--- src/rtl/fbm_pkg.sv ---
package fbm_pkg;
    typedef enum logic [1:0] {
        PF_NONE     = 2'd0,
        PF_RGB565   = 2'd1,
        PF_XRGB_LE  = 2'd2,
        PF_XRGB_BE  = 2'd3
    } pix_fmt_e;

    typedef enum logic {
        ST_EMPTY = 1'b0,
        ST_HOLD  = 1'b1
    } lock_st_e;
endpackage

--- src/rtl/fbm_depth_map.sv ---
module fbm_depth_map
    import fbm_pkg::*;
#(
    parameter int REG_W = 16
) (
    input  logic [REG_W-1:0] depth,
    input  logic             big_endian,
    output logic [2:0]       bytes_pp,
    output pix_fmt_e         fmt,
    output logic             depth_ok
);
    always_comb begin
        bytes_pp = 3'd0;
        fmt      = PF_NONE;
        depth_ok = 1'b0;
        if (depth == REG_W'(16)) begin
            bytes_pp = 3'd2;
            fmt      = PF_RGB565;
            depth_ok = 1'b1;
        end else if (depth == REG_W'(32)) begin
            bytes_pp = 3'd4;
            fmt      = big_endian ? PF_XRGB_BE : PF_XRGB_LE;
            depth_ok = 1'b1;
        end
    end
endmodule

--- src/rtl/fbm_geom_calc.sv ---
module fbm_geom_calc #(
    parameter int REG_W = 16,
    localparam int STRIDE_W = REG_W + 3,
    localparam int SIZE_W   = STRIDE_W + REG_W,
    localparam int OFFS_W   = SIZE_W + 1
) (
    input  logic [2:0]          bytes_pp,
    input  logic [REG_W-1:0]    vis_w,
    input  logic [REG_W-1:0]    vis_h,
    input  logic [REG_W-1:0]    virt_w,
    input  logic [REG_W-1:0]    pan_x,
    input  logic [REG_W-1:0]    pan_y,
    output logic [STRIDE_W-1:0] stride,
    output logic [SIZE_W-1:0]   size,
    output logic [OFFS_W-1:0]   offs
);
    logic [REG_W-1:0] eff_w;

    always_comb begin
        eff_w  = (virt_w < vis_w) ? vis_w : virt_w;
        stride = STRIDE_W'(eff_w) * STRIDE_W'(bytes_pp);
        size   = SIZE_W'(stride) * SIZE_W'(vis_h);
        offs   = OFFS_W'(pan_x) * OFFS_W'(bytes_pp)
               + OFFS_W'(pan_y) * OFFS_W'(stride);
    end
endmodule

--- src/rtl/fb_mode_check.sv ---
module fb_mode_check
    import fbm_pkg::*;
#(
    parameter int REG_W   = 16,
    parameter int MEM_W   = 32,
    parameter int MIN_DIM = 64,
    localparam int STRIDE_W = REG_W + 3,
    localparam int SIZE_W   = STRIDE_W + REG_W,
    localparam int OFFS_W   = SIZE_W + 1,
    localparam int SUM_W    = SIZE_W + 2,
    localparam int CMP_W    = (SUM_W > MEM_W) ? SUM_W : MEM_W,
    localparam int KEY_W    = 2 + 2 * REG_W + STRIDE_W + OFFS_W
) (
    input  logic                clk,
    input  logic                rst_n,
    input  logic [REG_W-1:0]    en_word,
    input  logic [REG_W-1:0]    depth,
    input  logic                big_endian,
    input  logic [REG_W-1:0]    vis_w,
    input  logic [REG_W-1:0]    vis_h,
    input  logic [REG_W-1:0]    virt_w,
    input  logic [REG_W-1:0]    pan_x,
    input  logic [REG_W-1:0]    pan_y,
    input  logic [MEM_W-1:0]    mem_bytes,
    output logic                mode_ok,
    output logic [1:0]          pix_fmt,
    output logic [2:0]          bytes_pp,
    output logic [STRIDE_W-1:0] line_stride,
    output logic [SIZE_W-1:0]   frame_size,
    output logic [OFFS_W-1:0]   start_offs,
    output logic                mode_changed
);
    logic [2:0]          c_bytes;
    pix_fmt_e            c_fmt;
    logic                c_depth_ok;
    logic [STRIDE_W-1:0] c_stride;
    logic [SIZE_W-1:0]   c_size;
    logic [OFFS_W-1:0]   c_offs;

    fbm_depth_map #(.REG_W(REG_W)) u_depth (
        .depth      (depth),
        .big_endian (big_endian),
        .bytes_pp   (c_bytes),
        .fmt        (c_fmt),
        .depth_ok   (c_depth_ok)
    );

    fbm_geom_calc #(.REG_W(REG_W)) u_geom (
        .bytes_pp (c_bytes),
        .vis_w    (vis_w),
        .vis_h    (vis_h),
        .virt_w   (virt_w),
        .pan_x    (pan_x),
        .pan_y    (pan_y),
        .stride   (c_stride),
        .size     (c_size),
        .offs     (c_offs)
    );

    logic             fits, big_enough, legal, pulse;
    logic [KEY_W-1:0] cur_key, held_key;
    lock_st_e         st_q, st_d;

    always_comb begin
        fits       = (CMP_W'(c_offs) + CMP_W'(c_size)) <= CMP_W'(mem_bytes);
        big_enough = (vis_w >= REG_W'(MIN_DIM)) && (vis_h >= REG_W'(MIN_DIM));
        legal      = en_word[0] && c_depth_ok && big_enough && fits;
        cur_key    = {c_fmt, vis_w, vis_h, c_stride, c_offs};
    end

    // next-state and pulse decode
    always_comb begin
        st_d  = st_q;
        pulse = 1'b0;
        unique case (st_q)
            ST_EMPTY: begin
                if (legal) begin
                    st_d  = ST_HOLD;   // first lock
                    pulse = 1'b1;
                end
            end
            ST_HOLD: begin
                st_d  = ST_HOLD;       // switch or keep
                pulse = legal && (cur_key != held_key);
            end
            default: st_d = ST_EMPTY;
        endcase
    end

    // state register with held geometry
    always_ff @(posedge clk) begin
        if (!rst_n) begin
            st_q     <= ST_EMPTY;
            held_key <= '0;
        end else begin
            st_q <= st_d;
            if (legal) held_key <= cur_key;
        end
    end

    // registered outputs
    always_ff @(posedge clk) begin
        if (!rst_n) begin
            mode_ok      <= 1'b0;
            pix_fmt      <= 2'd0;
            bytes_pp     <= 3'd0;
            line_stride  <= '0;
            frame_size   <= '0;
            start_offs   <= '0;
            mode_changed <= 1'b0;
        end else begin
            mode_ok      <= legal;
            pix_fmt      <= legal ? c_fmt    : PF_NONE;
            bytes_pp     <= legal ? c_bytes  : 3'd0;
            line_stride  <= legal ? c_stride : '0;
            frame_size   <= legal ? c_size   : '0;
            start_offs   <= legal ? c_offs   : '0;
            mode_changed <= pulse;
        end
    end

    AST_EN_REQUIRED: assert property (@(posedge clk) disable iff (!rst_n)
        mode_ok |-> $past(en_word[0]));
    AST_MIN_DIM: assert property (@(posedge clk) disable iff (!rst_n)
        mode_ok |-> ($past(vis_w) >= REG_W'(MIN_DIM) && $past(vis_h) >= REG_W'(MIN_DIM)));
    AST_STRIDE_COVERS_WIDTH: assert property (@(posedge clk) disable iff (!rst_n)
        mode_ok |-> (64'(line_stride) >= 64'($past(vis_w)) * 64'(bytes_pp)));
    AST_FITS_MEMORY: assert property (@(posedge clk) disable iff (!rst_n)
        mode_ok |-> ((CMP_W'(start_offs) + CMP_W'(frame_size)) <= CMP_W'($past(mem_bytes))));
    AST_PULSE_LEGAL: assert property (@(posedge clk) disable iff (!rst_n)
        mode_changed |-> mode_ok);
    AST_ILLEGAL_ZERO: assert property (@(posedge clk) disable iff (!rst_n)
        !mode_ok |-> (pix_fmt == 2'd0 && bytes_pp == 3'd0 && frame_size == '0));
endmodule

--- config.mk ---
export PLATFORM = sky130hd
export DESIGN_NAME = fb_mode_check
export DESIGN_NICKNAME = d
export VERILOG_FILES = /design/src/rtl/fbm_pkg.sv /design/src/rtl/fbm_depth_map.sv /design/src/rtl/fbm_geom_calc.sv /design/src/rtl/fb_mode_check.sv
export SDC_FILE = /design/constraint.sdc
export NUM_CORES = 2
export LEC_CHECK = 0
export BUFFER_PORTS_ARGS = -buffer_cell sky130_fd_sc_hd__buf_2
export CAP_MARGIN = 20
export CORE_UTILIZATION = 60
export CTS_BUF_LIST = sky130_fd_sc_hd__clkbuf_4 sky130_fd_sc_hd__clkbuf_8
export DETAILED_ROUTE_END_ITERATION = 8
export GPL_ROUTABILITY_DRIVEN = 1
export PLACE_DENSITY = 0.9
export SYNTH_ARGS = -nofsm -noshare
export SYNTH_HDL_FRONTEND = slang
export SYNTH_SLANG_ARGS = --single-unit
--- constraint.sdc ---
create_clock -name clk -period 18.1 [get_ports clk]
set_clock_uncertainty 0.15 [all_clocks]
set_input_delay 1.81 -clock clk [delete_from_list [all_inputs] [get_ports clk]]
set_output_delay 1.81 -clock clk [all_outputs]
set_load 0.005 [all_outputs]
==> results.toml <==
[status]
status = "completed"

[setup_path]
r2r_slack_ns = 13.36
crit-reg2reg-capture = "mode_changed"
critPathCaptureType = "flop"
r2r_worst_path_depth = 11
crit_slowest_cell = "sky130_fd_sc_hd__xnor2_2"
timing.critical_path.mode_cell = "sky130_fd_sc_hd__inv_1"
arrival_ns = 17.71
timing.critical_path.from_type = "input port"
critical_path.max_stage_delay_ns = 0.80
required_ns = 18.41
crit_type = "input port to flop"
reg_to_reg_start = "held_key[72]"
critical_path.max_fanout = 15

[yosys]
seq_area_frac_synth_pct = 11.1
number_of_enable_flip_flop_cells_after_synthesis = 0
synth_cell_types = 85
netlist_instances = 3830
synth-async-reset-ratio_pct = 0
syn-cell-area_sq_mm = 0.0325
syn_area_per_cell_sq_um = 8.49
netlist_top_cells_area = "sky130_fd_sc_hd__fa_1 29%, sky130_fd_sc_hd__ha_1 13%, sky130_fd_sc_hd__dfxtp_1 11%"
count_of_yosys_warnings_during_synthesis = 0
fraction_of_post_synthesis_cell_area_in_the_top_cell_type_by_area_pct = 29.5
ys_ff_latch = 180
synth_ff_type = "sky130_fd_sc_hd__dfxtp_1"
synth_largest_area_cell = "sky130_fd_sc_hd__fa_1"

[power]
net_switching_power_uw = 267
power.leakage_nw = 18.5
pwr-share-clk_pct = 38.6
internal_power_uw = 534
combinational_power_share_pct = 11.9
part_of_the_total_power_dissipated_in_sequential_elements_pct = 49.5
worst_ir_drop_vdd_mv = 0.0752
power.share.switching_pct = 33.4
power_density_mw_per_mm2 = 22.7

[place]
preCtsSetupSlack_ns = 0.241
port_buffers = 224
placedInstanceArea_sq_mm = 0.0347
post-dp-hpwl_microns = 83500
place.gp.congestion = 1.02

[hold_path]
startpoint_of_the_worst_hold_path = "held_key[26]"
min_path_cells = 2
hp-class = "flop to flop"
min_delay_worst_endpoint = "held_key[26]"

[final_layout]
layout.cells.most_common_list = "668 x sky130_fd_sc_hd__inv_1, 479 x sky130_fd_sc_hd__fa_1, 345 x sky130_fd_sc_hd__ha_1, 333 x sky130_fd_sc_hd__nand2_1, 294 x sky130_fd_sc_hd__and2_1"
final_cell_area_sq_mm = 0.0353
total_nets_final = 4933
fraction_of_final_layout_cells_sized_beyond_drive_strength_1_pct = 10.3
most_common_cell_after_layout_fill_and_taps_aside = "sky130_fd_sc_hd__inv_1"
nFillCells = 4051
area_delta_synth_final_pct = 8.45

[floorplan]
fp.dieH_microns = 235
die_x_microns = 235
pin_count = 244
core_area_sq_mm = 0.0531
core.rowCount = 84
initial_utilization_pct = 61.3
dieArea_sq_mm = 0.0552

[timing]
final_critical_path_share_of_the_clock_period_pct = 96.2
period_minus_slack_ns = 17.40
setup_tns_ns = 0
rsz0062_at_grt = "no"
drv_slew = 0
final_count_of_negative_setup_slack_endpoints = 0
timing.final.hold_violations = 0
timing.slew.headroom_pct = 28.8
worst_slew_pin_slew_ns = 1.06
timing.fmax_mhz = 57.5
final.setup.worst_slack_ns = 0.696
fin_hold_ws_ns = 0.329

[clocking]
insertion_delay_ns = 0.53
clock_sink_count = 180
tritoncts_clock_tree = "built"
clk_transition_reported_paths_ns = 0.12
maximum_number_of_buffers_from_clock_root_to_sink = 2
cts_htree_levels = 4
cts_inserted_buffers = 17
cts_root_buffer = "sky130_fd_sc_hd__clkbuf_8"
postCtsHoldBufs = 0

[route]
route.top_layer_used = "met5"
met2WireLength_microns = 47400
wl_met3_microns = 13000
route.final.wire_length_microns = 105000
drt_iter0_markers = 3280
drc = 0
met1Wirelength_microns = 37000
route.detailed.wl_per_inst_microns = 22.5
vias = 29200
antenna_left = 0
avgViaCountPerCell = 6.25
firstDrtPassIters = 6

[global_routing]
antenna_found_initial = 4
grt_max_degree = 87
grt.overflow.total = 0
grt_pass1_vias = 30000
grt_first_pass_wirelength_microns = 165000
grt_use_total_pct = 38.4

[flow_run]
drv_cap = 0
-- cell usage after synthesis, types with 11 or more instances --
library cell,instances
sky130_fd_sc_hd__fa_1,479
sky130_fd_sc_hd__nor2_1,110
sky130_fd_sc_hd__xor2_1,50
sky130_fd_sc_hd__a31oi_1,17
sky130_fd_sc_hd__a21oi_1,197
sky130_fd_sc_hd__dfxtp_1,180
sky130_fd_sc_hd__o2111ai_1,11
sky130_fd_sc_hd__nand2_1,333
sky130_fd_sc_hd__mux2i_1,21
sky130_fd_sc_hd__nand2b_1,42
sky130_fd_sc_hd__o211ai_1,15
sky130_fd_sc_hd__o21ai_0,68
sky130_fd_sc_hd__nor3_1,50
sky130_fd_sc_hd__nor4_1,23
sky130_fd_sc_hd__nand3_1,22
sky130_fd_sc_hd__o31ai_1,86
sky130_fd_sc_hd__and2_1,294
sky130_fd_sc_hd__a211oi_1,18
sky130_fd_sc_hd__buf_1,16
sky130_fd_sc_hd__nor2b_1,32
sky130_fd_sc_hd__clkbuf_1,202
sky130_fd_sc_hd__a21o_1,50
sky130_fd_sc_hd__ha_1,345
sky130_fd_sc_hd__inv_1,669
sky130_fd_sc_hd__and3_1,121
sky130_fd_sc_hd__o21a_1,22
sky130_fd_sc_hd__nand4_1,110
sky130_fd_sc_hd__xnor2_1,111
-- critical path: cells and delay by family --
family	cells	cell delay (ns)
AND/OR/NAND/NOR	14	2.90
AO/OA/AOI/OAI	21	5.27
XOR/XNOR	2	1.14
multiplexers	1	0.28
adder cells (fa/ha/maj)	12	4.92
buffers and inverters	11	1.33
-- power groups by stage --
stage               Sequential, mW  Combinational (mW)  Clock (mW)
floorplan                    0.405              0.0418           0
global placement             0.405              0.0871           0
detailed placement           0.405              0.0890           0
CTS                          0.396              0.0894       0.308
global route                 0.396              0.0975       0.323
finish                       0.396              0.0954       0.309
-- layout make-up --
class	instances	area, sq um	share of cell area (%)
diodes	3	7.51	0.0213
clock buffers	17	234	0.663
clock inverters	15	216	0.613
inverters	669	2510	7.12
multi-input cells	2758	25800	73.0
flip-flops and latches	180	3600	10.2
well taps	688	861	2.44
repair buffers	336	2090	5.94
-- routing by layer --
metal | track usage, % | vias up
li1 | - | 12700
met1 | 47.4 | 14100
met2 | 61.1 | 1940
met3 | 8.16 | 451
met4 | 24.5 | 4
met5 | 0 | -
-- worst max-delay path by stage --
stage	from	endpoint	cells past startpoint
2_1_floorplan	vis_w[13]	held_key[6]	63
3_3_place_gp	vis_w[13]	held_key[26]	61
3_5_place_dp	vis_w[13]	held_key[26]	63
4_1_cts	vis_w[13]	held_key[26]	61
5_1_grt	vis_w[13]	held_key[26]	63
6_report	vis_w[13]	held_key[26]	61
-- through the flow --
| stage | cells | power [mW] | util [%] |
|---|---|---|---|
| 3_5_place_dp | 4624 | 0.494 | 65.5 |
| 4_1_cts | 4656 | 0.794 | 66.3 |
| 5_1_grt | 4664 | 0.817 | 66.5 |
| 3_3_place_gp | 4623 | 0.492 | 65.4 |
| 6_report | 4666 | 0.801 | 66.5 |
| 2_1_floorplan | 3834 | 0.447 | - |
-- flip-flops by register name, indices dropped and copies added, names as in the netlist --
name / flops
frame_size: 34
mode_changed: 1
start_offs: 35
bytes_pp: 2
mode_ok: 1
line_stride: 18
pix_fmt: 1
st_q: 1
held_key: 87
-- kinds of logic (layout without fill, tap and decap cells) --
kind of cell	Yosys count	after routing	synth area share, %
buffers and inverters	896	1037	10.4
DFF	180	180	11.1
xor gates and xnor gates	164	164	4.53
and+or+nand+nor	1179	1179	19.2
adders and majority gates	824	824	42.7
muxes	25	25	0.831
AOI/OAI and AO/OA	561	561	11.2
other	1	8	0.0115
-- timing repair --
action / CTS / global route
resized for setup: 0 / 5
hold endpoints to repair: 0 / 0
setup buffers: 0 / 7
endpoints found under the setup margin: 0 / 176
(Power assumes the default switching activity.)
